<file path="src/rtl/lrc_pkg.sv">
package lrc_pkg;
  localparam int DATA_W    = 17;
  localparam int REG_MAX_W = 15;
  localparam int CNT_W     = 16;
  localparam int NUM_VAR   = 3;

  typedef enum logic [1:0] {VAR_N = 2'd0, VAR_P = 2'd1, VAR_M = 2'd2, VAR_NONE = 2'd3} var_e;
  typedef logic [DATA_W-1:0]    word_t;
  typedef logic [REG_MAX_W-1:0] lfsr_t;
  typedef logic [CNT_W-1:0]     cnt_t;

  function automatic int reg_w(logic [1:0] v);
    case (v)
      2'd0:    return 8;
      2'd1:    return 5;
      default: return 15;
    endcase
  endfunction

  function automatic lfsr_t taps(logic [1:0] v);
    case (v)
      2'd0:    return 15'h001D;
      2'd1:    return 15'h0005;
      default: return 15'h0003;
    endcase
  endfunction

  function automatic lfsr_t seed(logic [1:0] v);
    case (v)
      2'd0:    return 15'h0080;
      2'd1:    return 15'h0010;
      default: return 15'h4000;
    endcase
  endfunction

  function automatic cnt_t max_ratio(logic [1:0] v);
    case (v)
      2'd0:    return 16'd256;
      2'd1:    return 16'd32;
      default: return 16'd32768;
    endcase
  endfunction

  function automatic word_t code_mask(logic [1:0] v);
    case (v)
      2'd0:    return 17'h003FF;
      2'd1:    return 17'h0007F;
      default: return 17'h1FFFF;
    endcase
  endfunction

  // fixed codes for ratios 0..2, already masked to the code field
  function automatic word_t rsv_code(logic [1:0] v, logic [1:0] r);
    case ({v, r})
      4'b00_00: return 17'h003FF;
      4'b00_01: return 17'h00302;
      4'b00_10: return 17'h00202;
      4'b01_00: return 17'h0007F;
      4'b01_01: return 17'h00062;
      4'b01_10: return 17'h00042;
      4'b10_00: return 17'h1FFFF;
      4'b10_01: return 17'h18003;
      4'b10_10: return 17'h10003;
      default:  return 17'h1FFFF;
    endcase
  endfunction
endpackage

</file>
<file path="src/rtl/lrc_step.sv">
module lrc_step #(
  parameter int W = 8,
  parameter logic [W-1:0] TAPS = '1
) (
  input  logic [W-1:0] cur,
  output logic [W-1:0] nxt
);
  logic fb;
  always_comb begin
    fb  = ^(cur & TAPS);
    nxt = {fb, cur[W-1:1]};
  end
endmodule

</file>
<file path="src/rtl/lrc_step_bank.sv">
module lrc_step_bank
  import lrc_pkg::*;
(
  input  logic [1:0] sel,
  input  lfsr_t      cur,
  output lfsr_t      nxt
);
  lfsr_t bank [NUM_VAR];

  for (genvar g = 0; g < NUM_VAR; g++) begin : g_var
    localparam int    W        = reg_w(2'(g));
    localparam lfsr_t TAP_FULL = taps(2'(g));
    logic [W-1:0] nxt_w;
    lrc_step #(.W(W), .TAPS(TAP_FULL[W-1:0])) u_step (
      .cur(cur[W-1:0]),
      .nxt(nxt_w)
    );
    assign bank[g] = lfsr_t'(nxt_w);
  end

  always_comb begin
    case (sel)
      2'd0:    nxt = bank[0];
      2'd1:    nxt = bank[1];
      2'd2:    nxt = bank[2];
      default: nxt = '0;
    endcase
  end
endmodule

</file>
<file path="src/rtl/lrc_shortcut.sv">
module lrc_shortcut
  import lrc_pkg::*;
(
  input  logic [1:0] mode,
  input  logic       dir,
  input  word_t      value,
  output logic       hit,
  output word_t      hit_res,
  output logic       hit_err,
  output cnt_t       run_cnt,
  output word_t      code_m
);
  cnt_t mx;

  always_comb begin
    hit     = 1'b0;
    hit_res = '0;
    hit_err = 1'b0;
    run_cnt = '0;
    mx      = max_ratio(mode);
    code_m  = value & code_mask(mode);
    if (mode == VAR_NONE) begin
      hit     = 1'b1;
      hit_err = 1'b1;
      hit_res = '1;
    end else if (!dir) begin
      if (value <= word_t'(2)) begin
        hit     = 1'b1;
        hit_res = rsv_code(mode, value[1:0]);
      end else if (value > {1'b0, mx}) begin
        hit     = 1'b1;
        hit_res = word_t'(seed(mode));
      end else begin
        run_cnt = mx - value[CNT_W-1:0] + cnt_t'(1);
      end
    end else begin
      if (code_m == rsv_code(mode, 2'd0)) begin
        hit = 1'b1; hit_res = word_t'(0);
      end else if (code_m == rsv_code(mode, 2'd1)) begin
        hit = 1'b1; hit_res = word_t'(1);
      end else if (code_m == rsv_code(mode, 2'd2)) begin
        hit = 1'b1; hit_res = word_t'(2);
      end else begin
        run_cnt = mx;
      end
    end
  end
endmodule

</file>
<file path="src/rtl/lrc_engine.sv">
module lrc_engine
  import lrc_pkg::*;
(
  input  logic       clk,
  input  logic       rst_n,
  input  logic       start,
  input  logic [1:0] mode,
  input  logic       dir,
  input  logic       hit,
  input  word_t      hit_res,
  input  logic       hit_err,
  input  cnt_t       run_cnt,
  input  word_t      code_m,
  input  lfsr_t      step_nxt,
  output logic [1:0] mode_q,
  output lfsr_t      lfsr_q,
  output logic       busy,
  output logic       done,
  output logic       err,
  output word_t      result
);
  logic  busy_q, done_q, err_q, dir_q;
  word_t res_q, code_q;
  cnt_t  cnt_q;

  // named events
  logic accept, enc_last, dec_match, dec_exhaust;
  assign accept      = start && !busy_q;
  assign enc_last    = busy_q && !dir_q && (cnt_q == cnt_t'(1));
  assign dec_match   = busy_q && dir_q && (word_t'(step_nxt) == code_q);
  assign dec_exhaust = busy_q && dir_q && !dec_match && (cnt_q == cnt_t'(3));

  always_ff @(posedge clk or negedge rst_n) begin
    if (!rst_n) begin
      busy_q <= 1'b0;
      done_q <= 1'b0;
      err_q  <= 1'b0;
      dir_q  <= 1'b0;
      mode_q <= 2'd0;
      res_q  <= '0;
      code_q <= '0;
      cnt_q  <= '0;
      lfsr_q <= '0;
    end else begin
      done_q <= 1'b0;
      if (accept) begin
        mode_q <= mode;
        dir_q  <= dir;
        code_q <= code_m;
        if (hit) begin
          res_q  <= hit_res;
          err_q  <= hit_err;
          done_q <= 1'b1;
        end else begin
          busy_q <= 1'b1;
          cnt_q  <= run_cnt;
          lfsr_q <= seed(mode);
        end
      end else if (busy_q) begin
        lfsr_q <= step_nxt;
        if (enc_last) begin
          res_q  <= word_t'(step_nxt);
          err_q  <= 1'b0;
          done_q <= 1'b1;
          busy_q <= 1'b0;
        end else if (dec_match) begin
          res_q  <= word_t'(cnt_q);
          err_q  <= 1'b0;
          done_q <= 1'b1;
          busy_q <= 1'b0;
        end else if (dec_exhaust) begin
          res_q  <= '1;
          err_q  <= 1'b1;
          done_q <= 1'b1;
          busy_q <= 1'b0;
        end else begin
          cnt_q <= cnt_q - cnt_t'(1);
        end
      end
    end
  end

  assign busy   = busy_q;
  assign done   = done_q;
  assign err    = err_q;
  assign result = res_q;

  AST_DONE_NOT_BUSY: assert property (@(posedge clk) disable iff (!rst_n)
    done_q |-> !busy_q);
  AST_DONE_HAS_CAUSE: assert property (@(posedge clk) disable iff (!rst_n)
    done_q |-> $past(accept || busy_q));
  AST_RESULT_HOLD: assert property (@(posedge clk) disable iff (!rst_n)
    !done_q |-> ($stable(res_q) && $stable(err_q)));
  AST_ERR_ALL_ONES: assert property (@(posedge clk) disable iff (!rst_n)
    (done_q && err_q) |-> (res_q == '1));
  AST_SHORT_PATH_NEXT: assert property (@(posedge clk) disable iff (!rst_n)
    (accept && hit) |=> (done_q && !busy_q));
  AST_START_IGNORED: assert property (@(posedge clk) disable iff (!rst_n)
    (busy_q && start) |=> ($stable(mode_q) && $stable(code_q) && $stable(dir_q)));
  AST_DEC_FLOOR: assert property (@(posedge clk) disable iff (!rst_n)
    (busy_q && dir_q) |-> (cnt_q >= cnt_t'(3)));
  AST_ENC_FLOOR: assert property (@(posedge clk) disable iff (!rst_n)
    (busy_q && !dir_q) |-> (cnt_q >= cnt_t'(1)));
  AST_RUN_MODE_VALID: assert property (@(posedge clk) disable iff (!rst_n)
    busy_q |-> (mode_q != VAR_NONE));
endmodule

</file>
<file path="src/rtl/lfsr_ratio_codec.sv">
module lfsr_ratio_codec
  import lrc_pkg::*;
(
  input  logic              clk,
  input  logic              rst_n,
  input  logic              start,
  input  logic [1:0]        mode,
  input  logic              dir,
  input  logic [DATA_W-1:0] value_in,
  output logic              busy,
  output logic              done,
  output logic              err,
  output logic [DATA_W-1:0] result
);
  logic       hit, hit_err;
  word_t      hit_res, code_m;
  cnt_t       run_cnt;
  logic [1:0] mode_q;
  lfsr_t      lfsr_q, step_nxt;

  lrc_shortcut u_short (
    .mode(mode), .dir(dir), .value(value_in),
    .hit(hit), .hit_res(hit_res), .hit_err(hit_err),
    .run_cnt(run_cnt), .code_m(code_m)
  );

  lrc_step_bank u_bank (
    .sel(mode_q), .cur(lfsr_q), .nxt(step_nxt)
  );

  lrc_engine u_eng (
    .clk(clk), .rst_n(rst_n), .start(start), .mode(mode), .dir(dir),
    .hit(hit), .hit_res(hit_res), .hit_err(hit_err),
    .run_cnt(run_cnt), .code_m(code_m), .step_nxt(step_nxt),
    .mode_q(mode_q), .lfsr_q(lfsr_q),
    .busy(busy), .done(done), .err(err), .result(result)
  );
endmodule

</file>
<file path="config.mk">
export PLATFORM = sky130hd
export DESIGN_NAME = lfsr_ratio_codec
export DESIGN_NICKNAME = d
export VERILOG_FILES = /design/src/rtl/lrc_pkg.sv /design/src/rtl/lrc_step.sv /design/src/rtl/lrc_step_bank.sv /design/src/rtl/lrc_shortcut.sv /design/src/rtl/lrc_engine.sv /design/src/rtl/lfsr_ratio_codec.sv
export SDC_FILE = /design/constraint.sdc
export NUM_CORES = 1
export LEC_CHECK = 0
export ABC_AREA = 1
export CAP_MARGIN = 5
export CORE_MARGIN = 10
export CORE_UTILIZATION = 45
export DETAILED_ROUTE_END_ITERATION = 16
export PLACE_DENSITY = 0.6
export SYNTH_ARGS = -nofsm -noshare
export SYNTH_HDL_FRONTEND = slang
export SYNTH_HIERARCHICAL = 1
export SYNTH_SLANG_ARGS = --single-unit
</file>
<file path="constraint.sdc">
create_clock -name clk -period 2.7 [get_ports clk]
set_input_delay 0.27 -clock clk [delete_from_list [all_inputs] [get_ports clk]]
set_output_delay 0.27 -clock clk [all_outputs]
set_load 0.03 [all_outputs]
</file>
# [Word-level counts from Yosys, hierarchy flattened]
# Memories as Yosys holds them, arrays and structs flattened.
# Cells that the tools add are included.
# Widths: inputs -> output; s select.
[totals] register_bits=71 romBits=256 in_bits=23 output_inout_bits=20 word_cells=122 mem_count=1
[memory_table] name="(no name shown)" depth=16 width=16 rd=1 rd_clocked_by_memory_dff=0 wr=0 line="lrc_pkg.sv:54" text="case ({v, r})"
[classes] add_sub_neg=3 order_cmp=2 eq_ne=16 mux=70 bitwise_logic=1 reduce_logical=20
[ops] cell="$mux 17" n=20
[ops] cell="$mux 16" n=13
[ops] cell="$pmux 17 s3" n=2
[ops] cell="$mux 15" n=4
[ops] cell="$eq 17x17->1" n=3
[ops] cell="$pmux 15 s3" n=1
[ops] cell="$pmux 17 s2" n=1
[ops] cell="$pmux 16 s2" n=1
[ops] cell="$pmux 15 s2" n=1
[ops] cell="$mux 1" n=26
[ops] cell="$and 17x17->17" n=1
[ops] cell="$eq 15x17->1" n=1
[ops] cell="$gt 17x16->1" n=1
[ops] cell="$le 17x2->1 const B" n=1
[ops] cell="$add 16x1->16 const B" n=1
[ops] cell="$eq 16x1->1 const B" n=1
[ops] cell="$eq 16x2->1 const B" n=1
[ops] cell="$sub 16x1->16 const B" n=1
[ops] cell="$sub 16x16->16" n=1
[ops] cell="$reduce_xor 15->1" n=1
[ops] cell="$reduce_xor 8->1" n=1
[ops] cell="$logic_and 1x1->1" n=7
[ops] cell="$eq 2x2->1 const B" n=3
[ops] cell="$ne 2x1->1 const B" n=3
[ops] cell="other kinds (11)" n=16

# [Logic depth before layout (Yosys ltp)]
# Gate-level depths: netlist of run 1.
[depth] word_depth=21 depth_mapped=22

# [Hierarchy]
# The synthesis of run 1 kept the hierarchy.
[modules_own_cells] module="lrc_engine" instances=1 cells_each=591 area_per_inst_um2=4201.5 seq_area_each_um2=1776.7
[modules_own_cells] module="lrc_shortcut" instances=1 cells_each=333 area_per_inst_um2=1773.0 seq_area_each_um2=0.0
[modules_own_cells] module="lrc_step_bank" instances=1 cells_each=48 area_per_inst_um2=224.0 seq_area_each_um2=0.0
[modules_own_cells] module="lrc_step (u_bank.g_var[2].u_step)" instances=1 cells_each=20 area_per_inst_um2=131.4 seq_area_each_um2=0.0
[modules_own_cells] module="lrc_step (u_bank.g_var[0].u_step)" instances=1 cells_each=23 area_per_inst_um2=123.9 seq_area_each_um2=0.0
[modules_own_cells] module="lrc_step (u_bank.g_var[1].u_step)" instances=1 cells_each=10 area_per_inst_um2=56.3 seq_area_each_um2=0.0

# [Worst setup path after synthesis of run 1]
# Ideal clock, no wire load.
[synth_path] kind="input to register" startpoint="in mode[1]" endpoint="reg u_eng.cnt_q[12]" setup_time_ns=0.065 arrival_ns=2.820 t_required_ns=2.635 path_slack_ns=-0.185 stages=21 cell_sequence="buf_2 inv_1 ha_1 nor2_1 ha_1 nand3_2 nor2_4 nand2_1 nand3_1 nand3_1 nand2_1 inv_1 nand2_2 inv_1 nand2_1 nand2_1 nand3_1 nor2_4 buf_8 nand2_1 nand2_1"
[synth_via] elab_chain_cells=14 word_cells_on_any_way=42
[synth_rtl] element="start, declared" line="lfsr_ratio_codec.sv:7" text="input logic [1:0] mode,"
[synth_rtl] element="$eq 2x2->1, or another cell as far along" line="lrc_pkg.sv:54"
[synth_rtl] element="$pmux 17 s3" line="lrc_pkg.sv:54"
[synth_rtl] element="$mux 17" line="lrc_shortcut.sv:39" text="end else if (code_m == rsv_code(mode, 2'd1)) begin"
[synth_rtl] element="$mux 17" line="lrc_shortcut.sv:37" text="if (code_m == rsv_code(mode, 2'd0)) begin"
[synth_rtl] element="$mux 17" line="lrc_shortcut.sv:26" text="end else if (!dir) begin"
[synth_rtl] element="$mux 17" line="lrc_shortcut.sv:22" text="if (mode == VAR_NONE) begin"
[synth_rtl] element="$eq 17x17->1" line="lrc_shortcut.sv:41" text="end else if (code_m == rsv_code(mode, 2'd2)) begin"
[synth_rtl] element="$mux 1" line="lrc_shortcut.sv:41"
[synth_rtl] element="$mux 1" line="lrc_shortcut.sv:39"
[synth_rtl] element="$mux 1" line="lrc_shortcut.sv:37"
[synth_rtl] element="$mux 1" line="lrc_shortcut.sv:26"
[synth_rtl] element="$mux 1 *" line="lrc_shortcut.sv:22"
[synth_rtl] element="named net hit" line="lfsr_ratio_codec.sv:15" text="logic hit, hit_err;"
[synth_rtl] element="$ne 2x2->1 (no source line) *"
[synth_rtl] element="$reduce_and 5->1 (no source line) *"
[synth_rtl] element="end signal, assigned" line="lrc_engine.sv:56" text="cnt_q <= run_cnt;"
[synth_rtl] element="end signal, assigned" line="lrc_engine.sv:77" text="cnt_q <= cnt_q - cnt_t'(1);"
[synth_rtl] element="end, declared" line="lrc_engine.sv:24" text="cnt_t cnt_q;"
# The timed path passes the listed nets; every way through them passes the cells marked *. The select of a mux whose other input is x is not followed.
# A chain may end at the register's enable or synchronous reset.

# [Final worst setup path of run 1]
[layout_path] startpoint="reg u_eng.mode_q[0]" endpoint="reg u_eng.res_q[8], in the netlist u_eng/result[8]"
[layout_via] elab_chain_cells=9 word_cells_on_any_way=15
[layout_rtl] element="start, declared" line="lrc_engine.sv:15" text="output logic [1:0] mode_q,"
[layout_rtl] element="start signal, assigned" line="lrc_engine.sv:47" text="mode_q <= mode;"
[layout_rtl] element="$eq 2x2->1, or another cell as far along" line="lrc_step_bank.sv:22" text="case (sel)"
[layout_rtl] element="$pmux 15 s3 *" line="lrc_step_bank.sv:22"
[layout_rtl] element="named net step_nxt[1]" line="lfsr_ratio_codec.sv:19" text="lfsr_t lfsr_q, step_nxt;"
[layout_rtl] element="$eq 15x17->1 *" line="lrc_engine.sv:30" text="assign dec_match = busy_q && dir_q && (word_t'(step_nxt) == code_q);"
[layout_rtl] element="$logic_and 1x1->1 *" line="lrc_engine.sv:30"
[layout_rtl] element="$logic_not 1->1" line="lrc_engine.sv:31" text="assign dec_exhaust = busy_q && dir_q && !dec_match && (cnt_q == cnt_t'(3));"
[layout_rtl] element="$logic_and 1x1->1 (2 in a row)" line="lrc_engine.sv:31"
[layout_rtl] element="$reduce_bool 4->1 (no source line)"
[layout_rtl] element="$reduce_and 3->1 (no source line)"
[layout_rtl] element="end signal, assigned" line="lrc_engine.sv:51" text="res_q <= hit_res;"
[layout_rtl] element="end signal, assigned" line="lrc_engine.sv:62" text="res_q <= word_t'(step_nxt);"
[layout_rtl] element="end signal, assigned" line="lrc_engine.sv:67" text="res_q <= word_t'(cnt_q);"
[layout_rtl] element="end, declared" line="lrc_engine.sv:23" text="word_t res_q, code_q;"
# Marks and branches as above.

==> run metrics, run 1 <==
status=completed; final hold vios=0; setup TNS=0 ns; I/O Pins=43; net load switching power=2.80 mW; number of port buffers=42; Syn Area/Cell=6.35 sq um; largest net degree at the start of global routing=72; DRC viols=0; clock skew=0.00932 ns; WL final=20400 microns; Critical-path top delay cell=dfrtp_1; Clock Power Share=19.1%; Die Wd=140 microns; routability cong.=0.952; fin. max-slew vios=0; Worst IR Drop VDD=308 uV; most used cell, CP=nand2_1; min Tclk post-route=2.40 ns; first-pass detailed-route iteration total=5; Final period util=89.0%; Sequential Power Share=30.5%; Post-synth EDFFs=0; Fmax=416 MHz; antenna-violating nets left=0; crit path max fanout=9; Syn Inst Count=1025; most common cell after layout, fill and taps aside=nand2_1; DRT iter0 DRCs=571; area leader, netlist=dfrtp_1; initial antenna violation count=0; Synth top area share=27.3%; uppermost layer routed=met4; most area-consuming cells after synthesis=dfrtp_1, nand2_1, nand3_1, inv_1, buf_4; worst hold path type=primary input to asynchronous set/reset pin; largest buffer count on any clock path=2; WL per Instance=15.6 microns; Synth Net Count=1065; post-DR vias/cell=5.12; Num CTS Buffers=9; Slew headroom=38.4%; num rows=43; Worst EP arrival=2.63 ns; Setup crit end kind=register; Primary FF master, synth=dfrtp_1; Die ar.=19700 sq um; synthesis-to-layout area growth=21.4%; CP required=2.92 ns; TritonCTS clock tree=done; share of cells above drive strength 1=20.6%; crit path buf inv count=2; Power per Cell Area=788 nW/um^2; asr flop ratio synth=100%; GR Overflow Total=0; register area share after synthesis=27.3%; Root Buffer Master=clkbuf_16; Post-DP HPWL=15800 microns; most frequent cells in the layout=nand2_1, buf_4, inv_1, nand3_1, nor2_1; first-pass GRT wire length=33400 microns; via count=6673; met2 WL=9050 microns; DR WL met3=1080 microns; GRT Total Usage=20.6%; Mapped Area=6510 sq um; Max-Cap Viols=0; CP Launch Type=register; number of clock sinks=71; Final Worst Setup Slack=0.296 ns; Met1 Wirelength=9590 microns; Synth cell types=41; switch share=45.0%; H-tree depth=3; slowest stage delay, CP=0.50 ns; critical path's top delay family=simple AND/OR/NAND/NOR gates; Int Pwr=3.42 mW; hold_buf cts=0; final setup fails=0; Setup CP Type=register to register; unrepaired setup endpoints after global routing=no; post-synthesis register bit count=71; CTS clock-pin slew for the worst setup and hold paths=0.06 ns; core area=14000 sq um; worst slew pin tran=0.924 ns; number of global-route vias before repair=6315; worst-skew pair later-pin latency=0.34 ns; Ys Warns=6; Leak=4.02 nW; Starting Density=46.4%; ANT cells=0; nets=1159; CP cell instances=nor2_4, nand2_1, nand3_1, inv_1, nand2_1, nand2_1, nor2_1, nand2_1, nor2_2, nand3_1, buf_4, nand2_4, nand3_1, nand2_1, nand2_1; Logic pwr share=50.4%; Setup WS pre-CTS=-0.461 ns; Die Y=140 microns
[sequential cells by signal, indices dropped and copies added, names as in the netlist]
signal and cells:
u_eng/busy 1, u_eng/lfsr_q 15, u_eng/code_q 17, u_eng/err 1, u_eng/result 17, u_eng/done 1
u_eng/dir_q 1, u_eng/mode_q 2, u_eng/cnt_q 16
[metal layers]
metal / global-route usage (%) / vias to the layer above
met4: 9.35 / 0
li1: - / 3376
met1: 28.5 / 3060
met3: 2.43 / 34
met5: 0 / -
met2: 31.4 / 203
[worst paths after layout]
| kind | startpoint | to | slack (ns) | cells past startpoint |
|---|---|---|---|---|
| worst max-delay path | u_eng/mode_q[0] | u_eng/result[8] | 0.30 | 15 |
| worst min-delay path | rst_n | u_eng/lfsr_q[6] | 0.07 | 1 |
| worst max register to register | u_eng/mode_q[0] | u_eng/result[8] | 0.30 | 15 |
| worst min register to register | u_eng/code_q[15] | u_eng/code_q[15] | 0.49 | 2 |
| max in group asynchronous | rst_n | u_eng/mode_q[1] | 1.98 | 1 |
| min in group clk | u_eng/code_q[15] | u_eng/code_q[15] | 0.49 | 2 |
[kinds of logic after synthesis]
kind of cell / Yosys count / synth area share [%]
AOI/OAI and AO/OA: 87 / 7.27
xor gates and xnor gates: 9 / 1.21
adders and majority gates: 17 / 3.27
buffers and inverters: 205 / 16.0
and+or+nand+nor: 636 / 45.0
DFF: 71 / 27.3
[layout make-up]
| cell class | count | area, sq um |
|---|---|---|
| Fill cell | 1449 | 6140 |
| Multi-Input combinational cell | 750 | 3790 |
| Sequential cell | 71 | 1780 |
| Timing Repair Buffer | 158 | 1320 |
| Inverter | 129 | 487 |
| Clock buffer | 10 | 239 |
| Tap cell | 180 | 225 |
| Clock inverter | 6 | 60.1 |
[synth_stat cells (10+ instances only)]
cell / instances
inv_2: 11
o21ai_1: 10
nor2_1: 84
clkbuf_1: 10
dfrtp_1: 71
nand4_1: 22
nor2_2: 20
inv_1: 117
o21ai_0: 56
nor2_4: 10
a21oi_1: 11
nand3_1: 106
buf_6: 12
ha_1: 17
or2_2: 10
nand2_2: 16
nand2_1: 341
buf_4: 42
[per-stage QoR]
step	hold slack, ns	cells	instance area, sq um	utilization (%)	total power [mW]
5_1_grt	0.160	1304	7900	56.3	6.76
6_report	0.0705	1304	7900	56.3	6.23
4_1_cts	0.116	1303	7830	55.8	6.22
3_3_place_gp	0.464	1285	7520	53.5	4.94
2_1_floorplan	-0.0256	1025	6550	-	4.10
3_5_place_dp	0.470	1285	7520	53.5	4.99
[power by group through the flow]
stage / logic [mW] / clock network (mW) / registers (mW)
after floorplan: 2.02 / 0 / 2.08
after global placement: 3.05 / 0 / 1.89
after detailed placement: 3.08 / 0 / 1.90
after CTS: 3.11 / 1.22 / 1.89
after global routing: 3.54 / 1.26 / 1.96
final: 3.14 / 1.19 / 1.90
[what timing repair did]
item                       CTS  global route
buffers inserted             2             0
gates cloned                 0             1
setup endpoints to repair   18            50
pin swaps                    2             2
resized for setup            1            15
(Power assumes the default switching activity.)
==> inputs of run 2 (changes only) <==
--- a/config.mk
+++ b/config.mk
@@ -10,6 +10,7 @@
 export CORE_MARGIN = 10
 export CORE_UTILIZATION = 45
 export DETAILED_ROUTE_END_ITERATION = 16
+export GPL_TIMING_DRIVEN = 0
 export PLACE_DENSITY = 0.6
 export SYNTH_ARGS = -nofsm -noshare
 export SYNTH_HDL_FRONTEND = slang
==> run metrics, run 2 (synthesis gave the netlist of run 1 again) <==
I/O Pins=43 (unchanged); Die Wd=140 microns (unchanged); Root Buffer Master=clkbuf_16 (unchanged); routability cong.=0.963 (was 0.952); Max-Cap Viols=0 (unchanged); CP Launch Type=primary input (was register); nets=1135 (was 1159); clock skew=0.00730 ns (was 0.00932 ns); num rows=43 (unchanged); Power per Cell Area=839 nW/um^2 (was 788 nW/um^2); largest net degree at the start of global routing=43 (was 72); CP cell instances=buf_4, buf_6, clkinvlp_4, ha_4, nor2_4, inv_2, ha_1, nor2_1, o21a_1, nand3_2, nand3_2, nand2_2, inv_2, nand2_4, inv_4, nand2_4, nand2_4, nand3_2, nor2_4, buf_6, buf_16, nand2_2, nand2_1 (was nor2_4, nand2_1, nand3_1, inv_1, nand2_1, nand2_1, nor2_1, nand2_1, nor2_2, nand3_1, buf_4, nand2_4, nand3_1, nand2_1, nand2_1); worst-skew pair later-pin latency=0.34 ns (about the same); GRT Total Usage=21.0% (was 20.6%); DRT iter0 DRCs=591 (was 571); DRC viols=0 (unchanged); final core utilization=55.5% (was 56.3%); synthesis-to-layout area growth=19.6% (was 21.4%); share of cells above drive strength 1=20.0% (was 20.6%); Clock Power Share=19.6% (was 19.1%); WL per Instance=16.3 microns (was 15.6 microns); WL final=20900 microns (was 20400 microns); fin. max-slew vios=0 (unchanged); worst slew pin tran=0.787 ns (was 0.924 ns); first-pass detailed-route iteration total=5 (unchanged); Leak=3.91 nW (was 4.02 nW); final hold vios=0 (unchanged); most frequent cells in the layout=nand2_1, inv_1, nand3_1, nor2_1, dfrtp_1 (was nand2_1, buf_4, inv_1, nand3_1, nor2_1); Post-DP HPWL=16100 microns (was 15800 microns); total power=6.53 mW (was 6.23 mW); initial antenna violation count=0 (unchanged); Fmax=391 MHz (was 416 MHz); TritonCTS clock tree=done (unchanged); Worst IR Drop VDD=320 uV (was 308 uV); Num CTS Buffers=9 (unchanged); CTS clock-pin slew for the worst setup and hold paths=0.06 ns (about the same); antenna-violating nets left=0 (unchanged); met3 usage=4.46% (was 2.43%); Setup crit end kind=register (unchanged); min Tclk post-route=2.56 ns (was 2.40 ns); Worst EP arrival=2.84 ns (was 2.63 ns); number of port buffers=37 (was 42); Logic pwr share=51.5% (was 50.4%); net load switching power=2.93 mW (was 2.80 mW); GR Overflow Total=0 (unchanged); switch share=44.8% (was 45.0%); Die Y=140 microns (unchanged); most common cell after layout, fill and taps aside=nand2_1 (unchanged); critical path's top delay family=simple AND/OR/NAND/NOR gates (unchanged); GR Util met2=29.9% (was 31.4%); worst hold path type=primary input to register (was primary input to asynchronous set/reset pin); Die ar.=19700 sq um (unchanged); H-tree depth=3 (unchanged); crit path max fanout=5 (was 9); first-pass GRT wire length=33500 microns (was 33400 microns); met1 Use GR=30.0% (was 28.5%); Critical-path top delay cell=ha_4 (was dfrtp_1); core area=14000 sq um (unchanged); post-DR vias/cell=5.15 (was 5.12); DP Area=7170 sq um (was 7520 sq um); slowest stage delay, CP=0.23 ns (was 0.50 ns); Final Instance Area=7790 sq um (was 7900 sq um); status=completed (unchanged); Starting Density=46.4% (unchanged); largest buffer count on any clock path=2 (unchanged); Sequential Power Share=29.0% (was 30.5%); via count=6581 (was 6673); crit path buf inv count=8 (was 2); number of global-route vias before repair=6017 (was 6315); Int Pwr=3.60 mW (was 3.42 mW); number of clock sinks=71 (unchanged); Setup CP Type=primary input to register (was register to register); Slew headroom=47.5% (was 38.4%); gr busiest metal=met1 (was met2); ANT cells=0 (unchanged); CP required=2.98 ns (was 2.92 ns); final setup fails=0 (unchanged); Final period util=94.8% (was 89.0%)
==> run 2: cell count changes in the layout (fill, tap and decap cells not counted), sizes merged, moves of 3 or more <==
| cell | previous run | this run |
|---|---|---|
| buf | 117 | 89 |
| clkbuf | 10 | 20 |
| clkdlybuf4s50 | 37 | 29 |
| dlymetal6s2s | 4 | 0 |
| dlygate4sd2 | 0 | 3 |
==> run 2: path summary, 6_finish.rpt <==
kind,from,slack (ns),cells after the start,endpoint
max,mode[1],0.14,23,u_eng/cnt_q[14]
min,value_in[4],0.13,3,u_eng/code_q[4]
max reg2reg,u_eng/lfsr_q[0],0.15,18,u_eng/result[9]
min reg2reg,u_eng/code_q[16],0.48,2,u_eng/code_q[16]
max in group asynchronous,rst_n,1.72,3,u_eng/cnt_q[10]
min in group asynchronous,rst_n,0.41,2,u_eng/lfsr_q[7]
==> run 2: per-stage QoR <==
step / cells / worst slack, ns / hold WS (ns) / setup TNS, ns
2_1_floorplan: 1025 / 0.0366 / -0.0256 / 0
3_3_place_gp: 1242 / -1.39 / 0.466 / -150.35
3_5_place_dp: 1243 / -1.45 / 0.247 / -57.84
4_1_cts: 1271 / 0.0101 / 0.121 / 0
5_1_grt: 1279 / -0.00917 / 0.138 / -0.00917
6_report: 1279 / 0.140 / 0.132 / 0
==> run 2: routing by layer <==
| metal | part of all wire (%) | vias to the layer above |
|---|---|---|
| met4 | 3.1 | 0 |
| met3 | 5.7 | 36 |
| met5 | 0 | - |
| met1 | 50 | 2993 |
| met2 | 42 | 219 |
| li1 | - | 3333 |
==> run 2: final cells by class <==
type / instances / area, sq um
buffer: 76 / 569
clock inverter: 6 / 86.3
timing repair buffer: 59 / 576
fill: 1427 / 6250
multi-input combinational: 749 / 3830
sequential: 71 / 1780
tap: 180 / 225
inverter: 129 / 493
clock buffer: 9 / 225
==> run 2: power by group through the flow <==
| stage | registers [mW] | logic (mW) | clock network [mW] |
|---|---|---|---|
| 3_5_place_dp | 1.90 | 3.21 | 0 |
| 3_3_place_gp | 1.89 | 3.18 | 0 |
| 4_1_cts | 1.89 | 3.31 | 1.31 |
| 6_report | 1.89 | 3.36 | 1.28 |
| 5_1_grt | 1.95 | 3.71 | 1.35 |
| 2_1_floorplan | 2.08 | 2.02 | 0 |
==> run 2: repair_timing <==
action                                 4_1_cts  5_1_grt
endpoints found under the hold margin       29        0
hold buffers                                 1        0
pin swaps                                    5        7
gates cloned                                 1        0
setup endpoints to repair                   51       47
buffers inserted                            11        8
resized for setup                           33       31
==> run 2: worst register-to-register path, delay by kind of cell (launching register included) <==
| family | cells | cell delay, ns |
|---|---|---|
| and+or+nand+nor | 13 | 1.47 |
| buffers and inverters | 5 | 0.51 |
| DFF | 1 | 0.47 |
